--- src/rtl/cbc_pkg.sv ---
package cbc_pkg;
  typedef enum logic [1:0] {
    ST_BOOT = 2'd0,
    ST_RUN  = 2'd1,
    ST_HOLD = 2'd2
  } cbc_state_e;

  typedef enum logic {
    MODE_TIMER = 1'b0,
    MODE_DUAL  = 1'b1
  } cbc_mode_e;
endpackage

--- src/rtl/cbc_sync.sv ---
module cbc_sync #(
  parameter int W      = 2,
  parameter int STAGES = 2
) (
  input  logic         clk_i,
  input  logic         rst_ni,
  input  logic [W-1:0] d_i,
  output logic [W-1:0] q_o
);
  logic [W-1:0] stg [STAGES];

  for (genvar g = 0; g < STAGES; g++) begin : g_stage
    if (g == 0) begin : g_first
      always_ff @(posedge clk_i or negedge rst_ni)
        if (!rst_ni) stg[g] <= '0;
        else         stg[g] <= d_i;
    end else begin : g_next
      always_ff @(posedge clk_i or negedge rst_ni)
        if (!rst_ni) stg[g] <= '0;
        else         stg[g] <= stg[g-1];
    end
  end

  assign q_o = stg[STAGES-1];
endmodule

--- src/rtl/cbc_ctrl.sv ---
module cbc_ctrl
  import cbc_pkg::*;
#(
  parameter int HOLD_CYC  = 200,
  parameter int START_CYC = 100
) (
  input  logic clk_i,
  input  logic rst_ni,
  input  logic oc_s_i,
  input  logic lo_s_i,
  input  logic mode_i,
  output logic permit_o,
  output logic trip_o
);
  localparam int MAX_CYC = (HOLD_CYC > START_CYC) ? HOLD_CYC : START_CYC;
  localparam int CNT_W   = $clog2(MAX_CYC + 1);
  localparam logic [CNT_W-1:0] HOLD_LAST  = CNT_W'(HOLD_CYC - 1);
  localparam logic [CNT_W-1:0] START_LAST = CNT_W'(START_CYC - 1);

  cbc_state_e       state_q, state_d;
  logic [CNT_W-1:0] cnt_q, cnt_d;

  always_comb begin
    state_d = state_q;
    cnt_d   = cnt_q;
    unique case (state_q)
      ST_BOOT: begin
        if (cnt_q == START_LAST) begin
          state_d = ST_RUN;
          cnt_d   = '0;
        end else begin
          cnt_d = cnt_q + 1'b1;
        end
      end
      ST_RUN: begin
        if (oc_s_i) begin
          state_d = ST_HOLD;
          cnt_d   = '0;
        end
      end
      ST_HOLD: begin
        if (oc_s_i) begin
          cnt_d = '0;
        end else if (mode_i == MODE_DUAL) begin
          if (lo_s_i) state_d = ST_RUN;
        end else if (cnt_q == HOLD_LAST) begin
          state_d = ST_RUN;
          cnt_d   = '0;
        end else begin
          cnt_d = cnt_q + 1'b1;
        end
      end
      default: begin
        state_d = ST_BOOT;
        cnt_d   = '0;
      end
    endcase
  end

  always_ff @(posedge clk_i or negedge rst_ni) begin
    if (!rst_ni) begin
      state_q <= ST_BOOT;
      cnt_q   <= '0;
    end else begin
      state_q <= state_d;
      cnt_q   <= cnt_d;
    end
  end

  // drop permission in the same cycle the synchronized flag appears
  assign permit_o = (state_q == ST_RUN) && !oc_s_i;
  assign trip_o   = (state_q == ST_RUN) &&  oc_s_i;
endmodule

--- src/rtl/cbc_out.sv ---
module cbc_out #(
  parameter bit ACTIVE_LOW = 1'b0
) (
  input  logic permit_i,
  output logic en_o
);
  if (ACTIVE_LOW) begin : g_low
    assign en_o = ~permit_i;
  end else begin : g_high
    assign en_o = permit_i;
  end
endmodule

--- src/rtl/cbc_limit_seq.sv ---
module cbc_limit_seq #(
  parameter int HOLD_CYC      = 200,
  parameter int START_CYC     = 100,
  parameter int SYNC_STAGES   = 2,
  parameter bit EN_ACTIVE_LOW = 1'b0
) (
  input  logic clk_i,
  input  logic rst_ni,
  input  logic oc_i,
  input  logic lo_i,
  input  logic mode_i,
  output logic drv_en_o,
  output logic trip_o
);
  logic [1:0] flag_s;
  logic       permit;

  cbc_sync #(.W(2), .STAGES(SYNC_STAGES)) sync_i (
    .clk_i (clk_i),
    .rst_ni(rst_ni),
    .d_i   ({lo_i, oc_i}),
    .q_o   (flag_s)
  );

  cbc_ctrl #(.HOLD_CYC(HOLD_CYC), .START_CYC(START_CYC)) ctrl_i (
    .clk_i   (clk_i),
    .rst_ni  (rst_ni),
    .oc_s_i  (flag_s[0]),
    .lo_s_i  (flag_s[1]),
    .mode_i  (mode_i),
    .permit_o(permit),
    .trip_o  (trip_o)
  );

  cbc_out #(.ACTIVE_LOW(EN_ACTIVE_LOW)) out_i (
    .permit_i(permit),
    .en_o    (drv_en_o)
  );
endmodule

--- config.mk ---
export PLATFORM = sky130hd
export DESIGN_NAME = cbc_limit_seq
export DESIGN_NICKNAME = d
export VERILOG_FILES = /design/src/rtl/cbc_pkg.sv /design/src/rtl/cbc_sync.sv /design/src/rtl/cbc_ctrl.sv /design/src/rtl/cbc_out.sv /design/src/rtl/cbc_limit_seq.sv
export SDC_FILE = /design/constraint.sdc
export NUM_CORES = 1
export LEC_CHECK = 0
export ABC_AREA = 1
export CELL_PAD_IN_SITES_DETAIL_PLACEMENT = 1
export CELL_PAD_IN_SITES_GLOBAL_PLACEMENT = 2
export CORE_UTILIZATION = 28
export CTS_CLUSTER_DIAMETER = 150
export DETAILED_ROUTE_END_ITERATION = 8
export PLACE_DENSITY = 0.77
export SETUP_SLACK_MARGIN = 0.15
export SLEW_MARGIN = 10
export SYNTH_ARGS = -nofsm -noshare
export SYNTH_HDL_FRONTEND = slang
export SYNTH_SLANG_ARGS = --single-unit
--- constraint.sdc ---
create_clock -name clk_i -period 1.2 [get_ports clk_i]
set_input_delay 0.3 -clock clk_i [delete_from_list [all_inputs] [get_ports clk_i]]
set_output_delay 0.3 -clock clk_i [all_outputs]
set_load 0.05 [all_outputs]
==> flow_results.org, run 1 <==
** Synthesis
- Post-Syn Instances :: 104
- After synthesis, the mean cell area works out to 7.30 um^2.
- After synthesis, the netlist uses 17 different library cells.
- Total standard cell area after synthesis :: 759 um^2
- Library cell with the largest summed area after synthesis :: sky130_fd_sc_hd__dfrtp_1
- Number of warnings reported in the yosys synthesis log :: 0
- Sorting the synthesized cells by area gives the leading types as sky130_fd_sc_hd__dfrtp_1 (46%), sky130_fd_sc_hd__nand2_1 (14%), sky130_fd_sc_hd__nor2_1 (8.9%).
- Synth Register Bits :: 14
- Portion of synthesized cell area occupied by the leading cell type :: 46.1%
- Sequential-to-total area share from yosys stat :: 46.1%
- When the netlist entered floorplanning its net count stood at 110.

** Power and ir drop
- The analysis attributes to cell leakage a power of 0.614 nW.
- The share of total power dissipated in the clock network is 33.0%.
- Final total power :: 0.000802 W
- Int Pwr :: 0.000626 W
- For this design the total switching power over the nets is 0.000177 W.
- Switching part of the total power :: 22.0%
- Peak supply drop :: 456 uV
- Combinational logic burns 6.9% of the power.
- PwrDens :: 671 mW/mm^2
- Share of total power in sequential cells :: 60.0%

** Status
- Failing checks :: negative setup slack
- The flow ran to the end, but the final reports show violations.

** Global route
- Met3 layer usage reported by global route :: 3.67%
- Global routing consumed, over all layers together, 18.9% of the routing resources.
- Initial antenna violation count :: 0
- Global routing finished with a remaining overflow of 0.
- For met1 alone, demand over resource in global routing was 23.0%.
- The first global-routing pass estimated 3.75 mm of wire.
- The layer flagged by global routing as most heavily used is met2.
- Entering global routing, the biggest net connects 15 pins.
- The number of global-route vias before repair was 857.
- Global routing used 31.9% of the available met2 tracks.

** Drt
- Detail-routed net length per standard cell :: 12.8 um
- Summing over every cut layer, the via total after detailed routing is 783.
- The count of nets left with antenna violations once routing finished came out at 0.
- First-pass DRT Iterations :: 2
- After detailed routing, the number of remaining DRC violations is 0.
- The final layout contains routed wiring with a total length of 2.14 mm.
- For this block, the initial DRC count from the detailed router was 13.
- Via density per instance :: 4.69

** Timing
- Setup-failing EPs final :: 11
- Setup repair after global routing missed its margin :: true
- Least-Margin Pin Slew :: 0.258 ns
- Max_slew headroom :: 82.7%
- The worst path in the final design needs a cycle of 1.42 ns, including I/O delays and setup.
- Across the routed clock network, the largest skew measured is 0.0117 ns.
- The number of pins with negative max-slew slack in the final report was 0.
- Dividing the final minimum period by the clock period gives 118%.
- Fin. Hold Viols :: 0
- Worst path setup slack after routing :: -0.220 ns
- For this run, the top clock speed supported by timing is 704 MHz.

** Floorplan
- DIE HEIGHT :: 54.1 um
- The die is 54.1 um wide.
- FP Rows :: 18
- In this run the standard cell core region covers 0.00252 mm^2.
- Total die area :: 0.00292 mm^2
- Count of boundary I/O pins :: 7
- The initial utilization of the core area, before any placement, comes to 30.1%.

** Placement
- Setup WS pre-CTS :: -0.381 ns
- Detailed placement finished with a half-perimeter wire length of 1.64 mm.
- The placed instances occupy a cell area of 0.00103 mm^2.
- Once placement completed, the tool counted placed cells totaling 157.
- Input/output buffers :: 6
- At the end of routability-driven placement, the weighted congestion stood at 0.847.

** Layout
- The number of antenna diodes in the final layout is 0.
- After routing the design area is 0.00119 mm^2.
- Non-Filler Instances :: 167
- Number of nets in the final layout :: 145
- Synthesis-to-layout area growth :: 57.3%
- Cells with a size suffix above 1 make up 45.3% of the layout.

** Min path
- The path class of the tightest hold or removal check is in -> async.

** CTS
- CTS Buf Count :: 3
- Clock transition at path regs :: 0.09 ns
- H-tree levels :: 1
- The clock reaches the later pin of the worst-skew pair after 0.28 ns.
- Total clock sinks :: 14
- Buffers inserted to repair hold after CTS numbered 0.
- The tree is rooted in a sky130_fd_sc_hd__clkbuf_4.
- TritonCTS clock tree :: yes
- Clock Tree Buf Depth :: 2

** Critical path
- By startpoint and endpoint, the worst setup path is classified as reg -> out.
- The worst setup path is captured at an output port.
- Of all nets on the critical path, the largest fanout is 3.
- STA puts the critical path data arrival time at 1.12 ns.
- Launching element type of the critical path :: flip-flop
- For the worst setup path, the data required time is 0.90 ns.
- The setup check on the worst reg-to-reg path leaves a slack of -0.16 ns.

** Flow run
- Max-cap violations in this run came to 0.
==> sequential cells by signal, indices dropped and copies added, names as in the netlist <==
name / count
ctrl_i.cnt_q: 8
ctrl_i.state_q: 2
sync_i.q_o: 2
sync_i.stg: 2
==> power groups by stage <==
stage                     Clock [W]  Combinational, W  Sequential (W)
final                      0.000265         0.0000555        0.000482
after global routing       0.000295         0.0000620        0.000483
after CTS                  0.000289         0.0000540        0.000482
after detailed placement          0         0.0000471        0.000492
after global placement            0         0.0000450        0.000491
after floorplan                   0        0.00000843        0.000491
==> area by class of cell <==
cell class | instances | area [um^2]
Sequential cell | 14 | 352
Timing Repair Buffer | 31 | 279
Tap cell | 30 | 37.5
Fill cell | 315 | 1330
Inverter | 15 | 63.8
Clock buffer | 3 | 22.5
Multi-Input combinational cell | 74 | 440
==> cell families (layout without fill, tap and decap cells) <==
| kind of cell | Yosys count | count (layout) | share of synthesized area [%] |
|---|---|---|---|
| XOR/XNOR | 1 | 1 | 1.15 |
| AO/OA/AOI/OAI | 9 | 9 | 5.93 |
| buffers and inverters | 16 | 49 | 8.90 |
| flip-flops | 14 | 14 | 46.1 |
| AND/OR/NAND/NOR | 63 | 63 | 36.2 |
| adder cells (fa/ha/maj) | 1 | 1 | 1.65 |
==> layout by cell type (no fill, tap or decap) <==
cell | Yosys | layout
sky130_fd_sc_hd__nor2_2 | 2 | 4
sky130_fd_sc_hd__a21oi_2 | 0 | 2
sky130_fd_sc_hd__nor2_1 | 18 | 13
sky130_fd_sc_hd__buf_6 | 1 | 3
sky130_fd_sc_hd__xor2_1 | 1 | 1
sky130_fd_sc_hd__clkbuf_4 | 0 | 3
sky130_fd_sc_hd__nand2_1 | 28 | 19
sky130_fd_sc_hd__ha_4 | 0 | 1
sky130_fd_sc_hd__clkdlybuf4s50_1 | 0 | 4
sky130_fd_sc_hd__buf_12 | 0 | 2
sky130_fd_sc_hd__inv_1 | 14 | 11
sky130_fd_sc_hd__nand3_1 | 8 | 5
sky130_fd_sc_hd__nand2_4 | 1 | 3
sky130_fd_sc_hd__nor2_4 | 0 | 3
sky130_fd_sc_hd__nand2_2 | 2 | 9
sky130_fd_sc_hd__nor3_1 | 2 | 2
sky130_fd_sc_hd__dfrtp_2 | 0 | 1
sky130_fd_sc_hd__buf_4 | 0 | 22
sky130_fd_sc_hd__inv_8 | 0 | 1
sky130_fd_sc_hd__dfrtp_1 | 14 | 13
sky130_fd_sc_hd__nand3_2 | 1 | 4
sky130_fd_sc_hd__o21ai_2 | 0 | 1
sky130_fd_sc_hd__o21ai_0 | 5 | 1
sky130_fd_sc_hd__inv_2 | 1 | 3
sky130_fd_sc_hd__o21ai_1 | 0 | 3
sky130_fd_sc_hd__nand4_1 | 1 | 1
sky130_fd_sc_hd__a21oi_1 | 4 | 2
==> layer usage <==
metal / vias up / wire length (um) / share of wire, %
met5: - / 0 / 0
met4: 0 / 55 / 2.6
met3: 6 / 46 / 2.1
met2: 8 / 1140 / 53
met1: 374 / 907 / 42
li1: 395 / - / -
==> cell usage after synthesis <==
cell type and n:
sky130_fd_sc_hd__ha_1 1, sky130_fd_sc_hd__o21ai_0 5, sky130_fd_sc_hd__inv_2 1, sky130_fd_sc_hd__nand2_1 28
sky130_fd_sc_hd__nor3_1 2, sky130_fd_sc_hd__nand2_2 2, sky130_fd_sc_hd__nor2_2 2, sky130_fd_sc_hd__dfrtp_1 14
sky130_fd_sc_hd__inv_1 14, sky130_fd_sc_hd__a21oi_1 4, sky130_fd_sc_hd__nor2_1 18, sky130_fd_sc_hd__nand4_1 1
sky130_fd_sc_hd__nand2_4 1, sky130_fd_sc_hd__xor2_1 1, sky130_fd_sc_hd__nand3_1 8, sky130_fd_sc_hd__buf_6 1
sky130_fd_sc_hd__nand3_2 1
==> worst max-delay path: stages, from the launching register on <==
cell	delay [ns]
sky130_fd_sc_hd__dfrtp_1	0.41
sky130_fd_sc_hd__inv_2	0.09
sky130_fd_sc_hd__nand2_4	0.07
sky130_fd_sc_hd__nor2_4	0.13
sky130_fd_sc_hd__buf_12	0.14
==> metrics by stage <==
stage                     utilization, %  hold WS, ns  setup TNS, ns
after floorplan                        -      0.00441              0
after global placement              40.9        0.332          -2.69
after detailed placement            40.9        0.342          -3.21
after CTS                           45.3        0.329          -1.55
after global routing                47.4        0.352          -2.40
final                               47.4        0.327          -1.43
==> path summary, 6_finish.rpt <==
kind                                          startpoint                             to  cells after the start
setup / recovery           ctrl_i.state_q[1]$_DFFE_PN0P_                         trip_o                      4
max in group asynchronous                         rst_ni        sync_i.stg[3]$_DFF_PN0_                      2
min in group clk_i               sync_i.stg[2]$_DFF_PN0_        sync_i.q_o[0]$_DFF_PN0_                      0
setup reg to reg           ctrl_i.state_q[1]$_DFFE_PN0P_    ctrl_i.cnt_q[4]$_DFFE_PN0P_                      8
hold reg to reg                  sync_i.stg[2]$_DFF_PN0_        sync_i.q_o[0]$_DFF_PN0_                      0
hold / removal                                    rst_ni  ctrl_i.state_q[1]$_DFFE_PN0P_                      2
==> timing repair <==
item,4_1_cts,5_1_grt
gates resized for setup,16,13
pin swaps,7,5
setup buffers,5,2
endpoints found under the setup margin,12,12
No activity file was read; power rests on OpenSTA's default activity.
==> inputs of run 2 (changes only) <==
--- a/config.mk
+++ b/config.mk
@@ -12,7 +12,6 @@
 export CTS_CLUSTER_DIAMETER = 150
 export DETAILED_ROUTE_END_ITERATION = 8
 export PLACE_DENSITY = 0.77
-export SETUP_SLACK_MARGIN = 0.15
 export SLEW_MARGIN = 10
 export SYNTH_ARGS = -nofsm -noshare
 export SYNTH_HDL_FRONTEND = slang
==> run 2 against run 1 <==
Effect of this change:
- the run still ends with negative setup slack left
- clock power up 34%
- sequential cell count unchanged
- die area did not move
- sequential power is essentially flat
- critical path type unchanged
- maximum frequency is 2.0% lower
- utilization increased by 9.0 points
==> flow_results.org, run 2 (synthesis gave the netlist of run 1 again) <==
** Status
- The flow ran to the end, but the final reports show violations.
- Failing checks :: negative setup slack

** Timing
- The final worst hold slack came to 0.314 ns (-0.0122 ns).
- Maximum achievable frequency :: 690 MHz (-2.0%)
- Post-route minimum period :: 1.45 ns (+0.0283 ns)
- Clock Skew :: 0.00590 ns (-0.00584 ns)
- The final-report setup violation count was 12 (+1).
- The final setup slack of the worst path was -0.249 ns (-0.0283 ns).
- Setup repair after global routing missed its margin :: true
- Final max-slew violation count :: 0 (unchanged)
- The hold violation count in the final report came to 0 (unchanged).
- The relative slew slack was 84.5% (+1.8 points).
- The slew at the pin closest to its max-slew limit came to 0.233 ns (-0.0251 ns).
- The fraction of the cycle the final worst path needs was 121% (+2.4 points).

** Floorplan
- The floorplan row count was 18 (unchanged).
- The initial core utilization is 30.1% (unchanged).
- Total die area :: 0.00292 mm^2 (unchanged)
- The chip width was 54.1 um (unchanged).
- Count of boundary I/O pins :: 7 (unchanged)
- DIE HEIGHT :: 54.1 um (unchanged)
- The core area was 0.00252 mm^2 (unchanged).

** Drt
- Final wirelength :: 2.78 mm (+30%)
- The initial DRC count came to 2 (-11).
- The overall via count from detail_route came to 829 (+5.9%).
- The number of design rule violations left after detail routing came to 0 (unchanged).
- The number of iterations in the first detailed-routing pass came to 2 (unchanged).
- The post-route antenna net violation count came to 0 (unchanged).
- Detail-routed net length per standard cell :: 15.8 um (+23%)
- Via density per instance :: 4.71 (+0.46%)

** CTS
- The total number of H-tree levels came to 1 (unchanged).
- Latest clock arrival within the worst-skew pair :: 0.29 ns (about the same)
- Clock Tree Buf Depth :: 2 (unchanged)
- TritonCTS built the clock tree.
- The CTS buffer count was 3 (unchanged).
- CTS placed an instance of sky130_fd_sc_hd__clkbuf_4 at the clock tree root.
- Clock transition at path regs :: 0.09 ns (about the same)
- The number of clock sinks came to 14 (unchanged).

** Layout
- The area growth from synthesis to layout is 87.3%.
- Filler cell count in the final layout :: 297 (-5.7%)
- The post-route cell area came to 0.00142 mm^2 (+19%).
- The flip-flop count of the largest register, all copies and words added came to 8 (unchanged).
- Leaving out fill and tap cells, the most frequent cell in the layout is sky130_fd_sc_hd__buf_4.
- The diode insertion count for antenna repair came to 0 (unchanged).
- Highest-count cells in the layout ignoring fill and taps :: sky130_fd_sc_hd__buf_4 (25), sky130_fd_sc_hd__nand2_1 (13), sky130_fd_sc_hd__nand2_2 (11), sky130_fd_sc_hd__dfrtp_1 (11), sky130_fd_sc_hd__inv_1 (10)
- The final design utilization is 56.4% (+9.0 points).
- The proportion of layout cells with a drive suffix above 1 is 64.4% (+19 points).
- Number of nets in the final layout :: 153 (+5.5%)
- Largest reg by FF count :: ctrl_i.cnt_q

** Critical path
- Register-to-register setup slack :: -0.18 ns (-0.02 ns)
- CP max FO :: 4 (+1)
- Required time of the worst setup path :: 0.90 ns (about the same)
- Launching element type of the critical path :: flip-flop
- Reg-to-Reg End :: ctrl_i.state_q[0]$_DFFE_PN0P_
- The count of cells along the worst register-to-register path was 8 (unchanged).
- The arrival time of data at the critical path endpoint came to 1.15 ns (+0.03 ns).
- The startpoint identified for the worst register-to-register timing path is ctrl_i.cnt_q[0]$_DFFE_PN0P_.
- Worst Setup Path Type :: reg -> out
- Kind of end point of the critical path :: output port

** Power and ir drop
- Peak supply drop :: 595 uV (+31%)
- The total power per unit cell area came to 631 mW/mm^2 (-6.0%).
- The leakage power summed over all cells was 0.691 nW (+13%).

** Placement
- The count of buffers inserted at the top-level ports came to 6 (unchanged).
- Placed wire-length estimate :: 1.59 mm (-3.2%)
- The global placer's final weighted congestion came to 0.807 (-4.7%).
- The worst slack at placement is -0.381 ns (+0.000231 ns).
- The post-detailed-placement cell area is 0.00103 mm^2 (-0.61%).

** Global route
- Overflow left after global routing :: 0 (unchanged)
- The global-route wire length before repair was 4.13 mm (+10%).
- Global-route total usage across every layer :: 21.1% (+2.2 points)
- The initial antenna violation count is 0 (unchanged).
- Via count of the first global-routing pass :: 923 (+7.7%)
- The largest net degree at the start of global routing came to 15 (unchanged).

** Flow run
- The max-capacitance violation count was 0 (unchanged).

** Min path
- The tightest min-delay check is of the in -> async type.
-- run 2: cell types whose count changed in the layout (fill, tap and decap cells not counted), moves of 3 or more --
cell / previous run / this run
sky130_fd_sc_hd__buf_4: 22 / 25
sky130_fd_sc_hd__buf_6: 3 / 8
sky130_fd_sc_hd__nand2_1: 19 / 13
sky130_fd_sc_hd__nand2_4: 3 / 7
sky130_fd_sc_hd__nor2_1: 13 / 6
sky130_fd_sc_hd__nor2_2: 4 / 8
sky130_fd_sc_hd__nor2_4: 3 / 6
-- run 2: cell type report --
cell class / count / area (um^2) / share of cell area, %
multi-input cells: 74 / 568 / 39.9
flip-flops and latches: 14 / 354 / 24.9
clock buffers: 4 / 36.3 / 2.55
inverters: 15 / 68.8 / 4.84
well taps: 30 / 37.5 / 2.64
repair buffers: 39 / 358 / 25.2
-- run 2: critical path, cell delays in order (launching register included) --
cell and delay, ns:
sky130_fd_sc_hd__dfrtp_2 0.45, sky130_fd_sc_hd__buf_6 0.13, sky130_fd_sc_hd__nor2_4 0.13, sky130_fd_sc_hd__buf_12 0.14
-- run 2: worst max path at each step --
stage	startpoint	end	slack [ns]	cells after the start
after floorplan	ctrl_i.state_q[1]$_DFFE_PN0P_	ctrl_i.state_q[0]$_DFFE_PN0P_	-0.02	6
after global placement	mode_i	ctrl_i.cnt_q[3]$_DFFE_PN0P_	-0.32	9
after detailed placement	mode_i	ctrl_i.cnt_q[3]$_DFFE_PN0P_	-0.38	9
after CTS	sync_i.q_o[0]$_DFF_PN0_	drv_en_o	-0.25	3
after global routing	ctrl_i.state_q[1]$_DFFE_PN0P_	drv_en_o	-0.32	4
final	sync_i.q_o[0]$_DFF_PN0_	drv_en_o	-0.25	3
-- run 2: per-stage QoR --
stage / setup TNS (ns) / std cells / power [W]
after floorplan: -0.0151 / 104 / 0.000500
after global placement: -2.59 / 158 / 0.000534
after detailed placement: -3.10 / 158 / 0.000535
after CTS: -1.15 / 172 / 0.000896
after global routing: -2.73 / 176 / 0.000950
final: -1.65 / 176 / 0.000898
-- run 2: report_power, final --
group          leakage [nW]  internal, W  switching [W]
registers             0.172     0.000478     0.00000404
clock network        0.0210     0.000185       0.000171
logic                 0.498    0.0000330      0.0000263
total                 0.691     0.000696       0.000201
-- run 2: what timing repair did --
| item | CTS | global route |
|---|---|---|
| pin swaps | 18 | 17 |
| gates resized for setup | 45 | 30 |
| buffers inserted | 11 | 4 |
| hold endpoints to repair | 0 | 0 |
| endpoints found under the setup margin | 12 | 12 |
| hold buffers | 0 | 0 |
-- run 2: per-layer routing --
metal	global-route usage (%)	vias to the layer above	wire length (um)
li1	-	406	-
met1	22.8	406	1020
met4	12.0	0	64
met2	37.2	11	1620
met5	0	-	0
met3	5.08	6	71
==> inputs of run 3 (changes only) <==
--- a/config.mk
+++ b/config.mk
@@ -8,11 +8,12 @@
 export ABC_AREA = 1
 export CELL_PAD_IN_SITES_DETAIL_PLACEMENT = 1
 export CELL_PAD_IN_SITES_GLOBAL_PLACEMENT = 2
-export CORE_UTILIZATION = 28
+export CORE_UTILIZATION = 30
 export CTS_CLUSTER_DIAMETER = 150
 export DETAILED_ROUTE_END_ITERATION = 8
-export PLACE_DENSITY = 0.77
+export PLACE_DENSITY = 0.78
 export SLEW_MARGIN = 10
 export SYNTH_ARGS = -nofsm -noshare
 export SYNTH_HDL_FRONTEND = slang
+export SYNTH_HIERARCHICAL = 1
 export SYNTH_SLANG_ARGS = --single-unit
==> constraint.sdc (replaced) <==
create_clock -name clk_i -period 1.9 [get_ports clk_i]
set_input_delay 0.475 -clock clk_i [delete_from_list [all_inputs] [get_ports clk_i]]
set_output_delay 0.475 -clock clk_i [all_outputs]
set_load 0.05 [all_outputs]
==> run 3 against run 2 <==
Effect of this change:
- the run now ends clean
- sequential power down 37%
- die area up 0.83%
- cell count down 14%
- global-route usage down 5.4 points
- area after synthesis up 8.1%
- sequential share of layout area up 12 points
- critical path depth up 1
- via count down 17%
- combinational power down 65%
- first-iteration DRC count up 50%
==> flow_results.org, run 3 <==
** Drt
- The routed length per placed instance was 12.5 um (-21%).
- The overall via count from detail_route is 688 (-17%).
- Number of violations reported at the end of detailed-routing iteration 0 :: 3 (+1)
- The number of design rule violations left after detail routing was 0 (unchanged).
- Via density per instance :: 4.56 (-3.3%)
- The number of iterations in the first detailed-routing pass came to 4 (+2).
- Residual antenna-violating net count after detailed routing :: 0 (unchanged)
- Final wirelength :: 1.88 mm (-32%)

** Global route
- The total global routing track utilization is 15.7% (-5.4 points).
- Wire length of the first global-routing pass :: 3.19 mm (-23%)
- The largest net degree at the start of global routing was 15 (unchanged).
- The remaining global-route overflow is 0 (unchanged).
- Initial antenna violation count :: 0 (unchanged)
- The number of global-route vias before repair is 730 (-21%).

** Timing
- Timing would allow up to 569 MHz.
- Least-Margin Pin Slew :: 0.322 ns (+0.0896 ns)
- Setup-failing EPs final :: 0 (-12)
- Post-route minimum period :: 1.76 ns
- The number of pins with negative max-slew slack in the final report came to 0 (unchanged).
- Setup repair after global routing missed its margin :: false
- The maximum clock skew at final layout is 0.00196 ns (-0.00394 ns).
- The final setup slack of the worst path was 0.142 ns (+0.391 ns).
- Worst hold-check slack :: 0.358 ns (+0.0439 ns)
- The worst path uses 92.5% of the clock period.
- Final setup TNS :: 0 ns (+1.65 ns)
- The hold violation count in the final report was 0 (unchanged).
- The relative slew slack was 78.4% (-6.1 points).

** Floorplan
- Horizontal die dimension :: 54.3 um (+0.42%)
- The core area is 0.00252 mm^2 (unchanged).
- The initial core utilization came to 32.5% (+2.4 points).
- The floorplan row count is 18 (unchanged).
- The number of ports placed on the die boundary was 7 (unchanged).
- DIE HEIGHT :: 54.3 um (+0.42%)
- The full die area was 0.00295 mm^2 (+0.83%).

** Status
- The flow ran to the end, and the final reports show no timing, DRC or antenna violations.

** Synthesis
- Most numerous cell types in the synthesized netlist :: sky130_fd_sc_hd__nand2_1 (32), sky130_fd_sc_hd__nor2_1 (18), sky130_fd_sc_hd__inv_1 (16)
- The share of Yosys cell area claimed by the top area cell type came to 42.7% (-3.4 points).
- Total standard cell area after synthesis :: 821 um^2 (+8.1%)
- Top-count cell post-synth :: sky130_fd_sc_hd__nand2_1
- Share of the synthesized netlist area taken by xor and xnor gates :: 0% (-1.2 points)
- Sequential-to-total area share from yosys stat :: 42.7% (-3.4 points)
- The number of warnings reported in the yosys synthesis log was 6 (+6).
- Fraction of the mapped netlist area in adder cells :: 1.52% (-0.12 points)
- Syn_area_per_cell :: 7.26 um^2 (-0.54%)
- The share of flip-flops with an asynchronous set or reset after synthesis was 100% (unchanged).
- Portion of netlist area occupied by mux cells :: 0% (unchanged)
- Number of enable flip-flop cells after synthesis :: 0 (unchanged)
- Leading cell types by total area after synthesis :: sky130_fd_sc_hd__dfrtp_1 (43%), sky130_fd_sc_hd__nand2_1 (15%), sky130_fd_sc_hd__nor2_1 (8.2%)
- Compound-gate portion of the synthesized area :: 4.88% (-1.1 points)
- Syn_nets :: 119 (+8.2%)
- Simple-gate share of the synthesized area :: 39.2% (+2.9 points)
- Synth Register Bits :: 14 (unchanged)
- Most frequently used flop master after synthesis :: sky130_fd_sc_hd__dfrtp_1
- Number of distinct library cells after synthesis :: 21 (+4)
- Summed over all instances, the cell type with the most area after synthesis is sky130_fd_sc_hd__dfrtp_1.
- The number of cells produced by synthesis came to 113 (+8.7%).
- Largest family of logic cells by synthesized area :: simple AND/OR/NAND/NOR gates

** Placement
- The detailed placer's ending HPWL was 1.55 mm (-2.3%).
- The count of buffers inserted at the top-level ports was 6 (unchanged).
- Post-placement cell area :: 923 um^2 (-10%)
- Setup WS pre-CTS :: 0.257 ns (+0.638 ns)
- Routability-driven placement congestion ratio :: 0.914 (+13%)

** CTS
- The CTS buffer count was 3 (unchanged).
- The latest clock arrival within the worst-skew pair was 0.27 ns (-0.02 ns).
- Clock Root Buffer :: sky130_fd_sc_hd__clkbuf_4
- Clock transition at path regs :: 0.09 ns (about the same)
- Clock Tree Buf Depth :: 2 (unchanged)
- TritonCTS built the clock tree.
- Total of cells resized after clock tree synthesis :: 0 (-100%)
- The number of buffers added for setup after CTS is 0 (-11).
- Hold-fix buffer count after cts :: 0 (unchanged)
- Total clock sinks :: 14 (unchanged)
- The total number of H-tree levels is 1 (unchanged).

** Layout
- Counting flops per register, the top entry is ctrl_i/cnt_q.
- The flip-flop count of the largest register, all copies and words added was 8 (unchanged).
- Share of post-route cells with drive strength above 1 :: 12.4% (-52 points)
- The library cells used most frequently in the layout, excluding fill and tap cells, are sky130_fd_sc_hd__nand2_1 (32), sky130_fd_sc_hd__nor2_1 (18), sky130_fd_sc_hd__inv_1 (16), sky130_fd_sc_hd__dfrtp_1 (14), sky130_fd_sc_hd__nand3_1 (8).
- Most frequent standard cell in the layout excluding fill and tap cells :: sky130_fd_sc_hd__nand2_1
- The diode insertion count for antenna repair is 0 (unchanged).
- The final design utilization came to 38.0% (-18 points).
- Relative to the synthesized area, the layout overhead comes to 16.9%.
- The post-route cell area came to 960 um^2 (-33%).
- The number of nets in the finished design was 128 (-16%).

** Critical path
- STA classifies the critical path startpoint as a flip-flop.
- The count of cells along the worst register-to-register path was 8 (unchanged).
- Crit path arrival time :: 1.28 ns (+0.13 ns)
- The data required time at the worst endpoint is 1.42 ns (+0.52 ns).
- Kind of end point of the critical path :: output port
- The setup path with the least slack is of type reg -> out.
- CP max FO :: 6 (+2)

** Min path
- Class of the tightest hold or removal check :: reg -> reg
- Along the worst hold path, the cell count comes to 0.

** Flow run
- The max-capacitance violation count came to 0 (unchanged).

** Power and ir drop
- The total power per unit cell area is 561 mW/mm^2 (-11%).
- Peak supply drop :: 329 uV (-45%)
- Pleak :: 0.497 nW (-28%)
==> run 3: final timing paths <==
path / start / endpoint / slack [ns]
worst min-delay path: sync_i/stg[2]$_DFF_PN0_ / sync_i/q_o[0]$_DFF_PN0_ / 0.36
max in group asynchronous: rst_ni / ctrl_i/state_q[0]$_DFFE_PN0P_ / 1.22
worst max register to register: ctrl_i/cnt_q[0]$_DFFE_PN0P_ / ctrl_i/cnt_q[4]$_DFFE_PN0P_ / 0.42
worst max-delay path: sync_i/q_o[0]$_DFF_PN0_ / drv_en_o / 0.14
min in group asynchronous: rst_ni / sync_i/q_o[0]$_DFF_PN0_ / 0.51
worst min register to register: sync_i/stg[2]$_DFF_PN0_ / sync_i/q_o[0]$_DFF_PN0_ / 0.36
==> run 3: report_power, final <==
group          leakage, nW  internal, W  switching [W]
Sequential           0.177     0.000302     0.00000179
Combinational        0.300    0.0000100      0.0000110
Clock               0.0210     0.000116      0.0000974
Total                0.497     0.000428       0.000110
==> run 3: worst max-delay path: stages (launching register included) <==
cell and delay, ns:
sky130_fd_sc_hd__dfrtp_1 0.41, sky130_fd_sc_hd__inv_1 0.17, sky130_fd_sc_hd__nand3_4 0.14, sky130_fd_sc_hd__inv_1 0.14
sky130_fd_sc_hd__buf_12 0.15
==> run 3: metrics by stage <==
stage / total power [W] / instances
after floorplan: 0.000316 / 113
after global placement: 0.000331 / 147
after detailed placement: 0.000332 / 147
after CTS: 0.000557 / 151
after global routing: 0.000565 / 151
final: 0.000539 / 151
==> run 3: metal layers <==
layer  up-vias  routed length, um  GRT usage [%]  share of wire [%]
met5         -                  0              0                  0
met2         4                928           27.4                 49
li1        360                  -              -                  -
met1       322                905           18.9                 48
met3         2                 37           2.50                2.0
met4         0                 12           6.41               0.64
==> run 3: logic make-up after synthesis <==
kind of cell,count (synthesis)
compound gates,8
fa+ha+maj,1
buf+inv,22
flops,14
simple gates,68
==> run 3: cell type report <==
type	count	area, um^2
Fill cell	320	1560
Multi-Input combinational cell	77	374
Sequential cell	14	350
Timing Repair Buffer	7	87.6
Inverter	19	73.8
Tap cell	30	37.5
Clock buffer	4	36.3
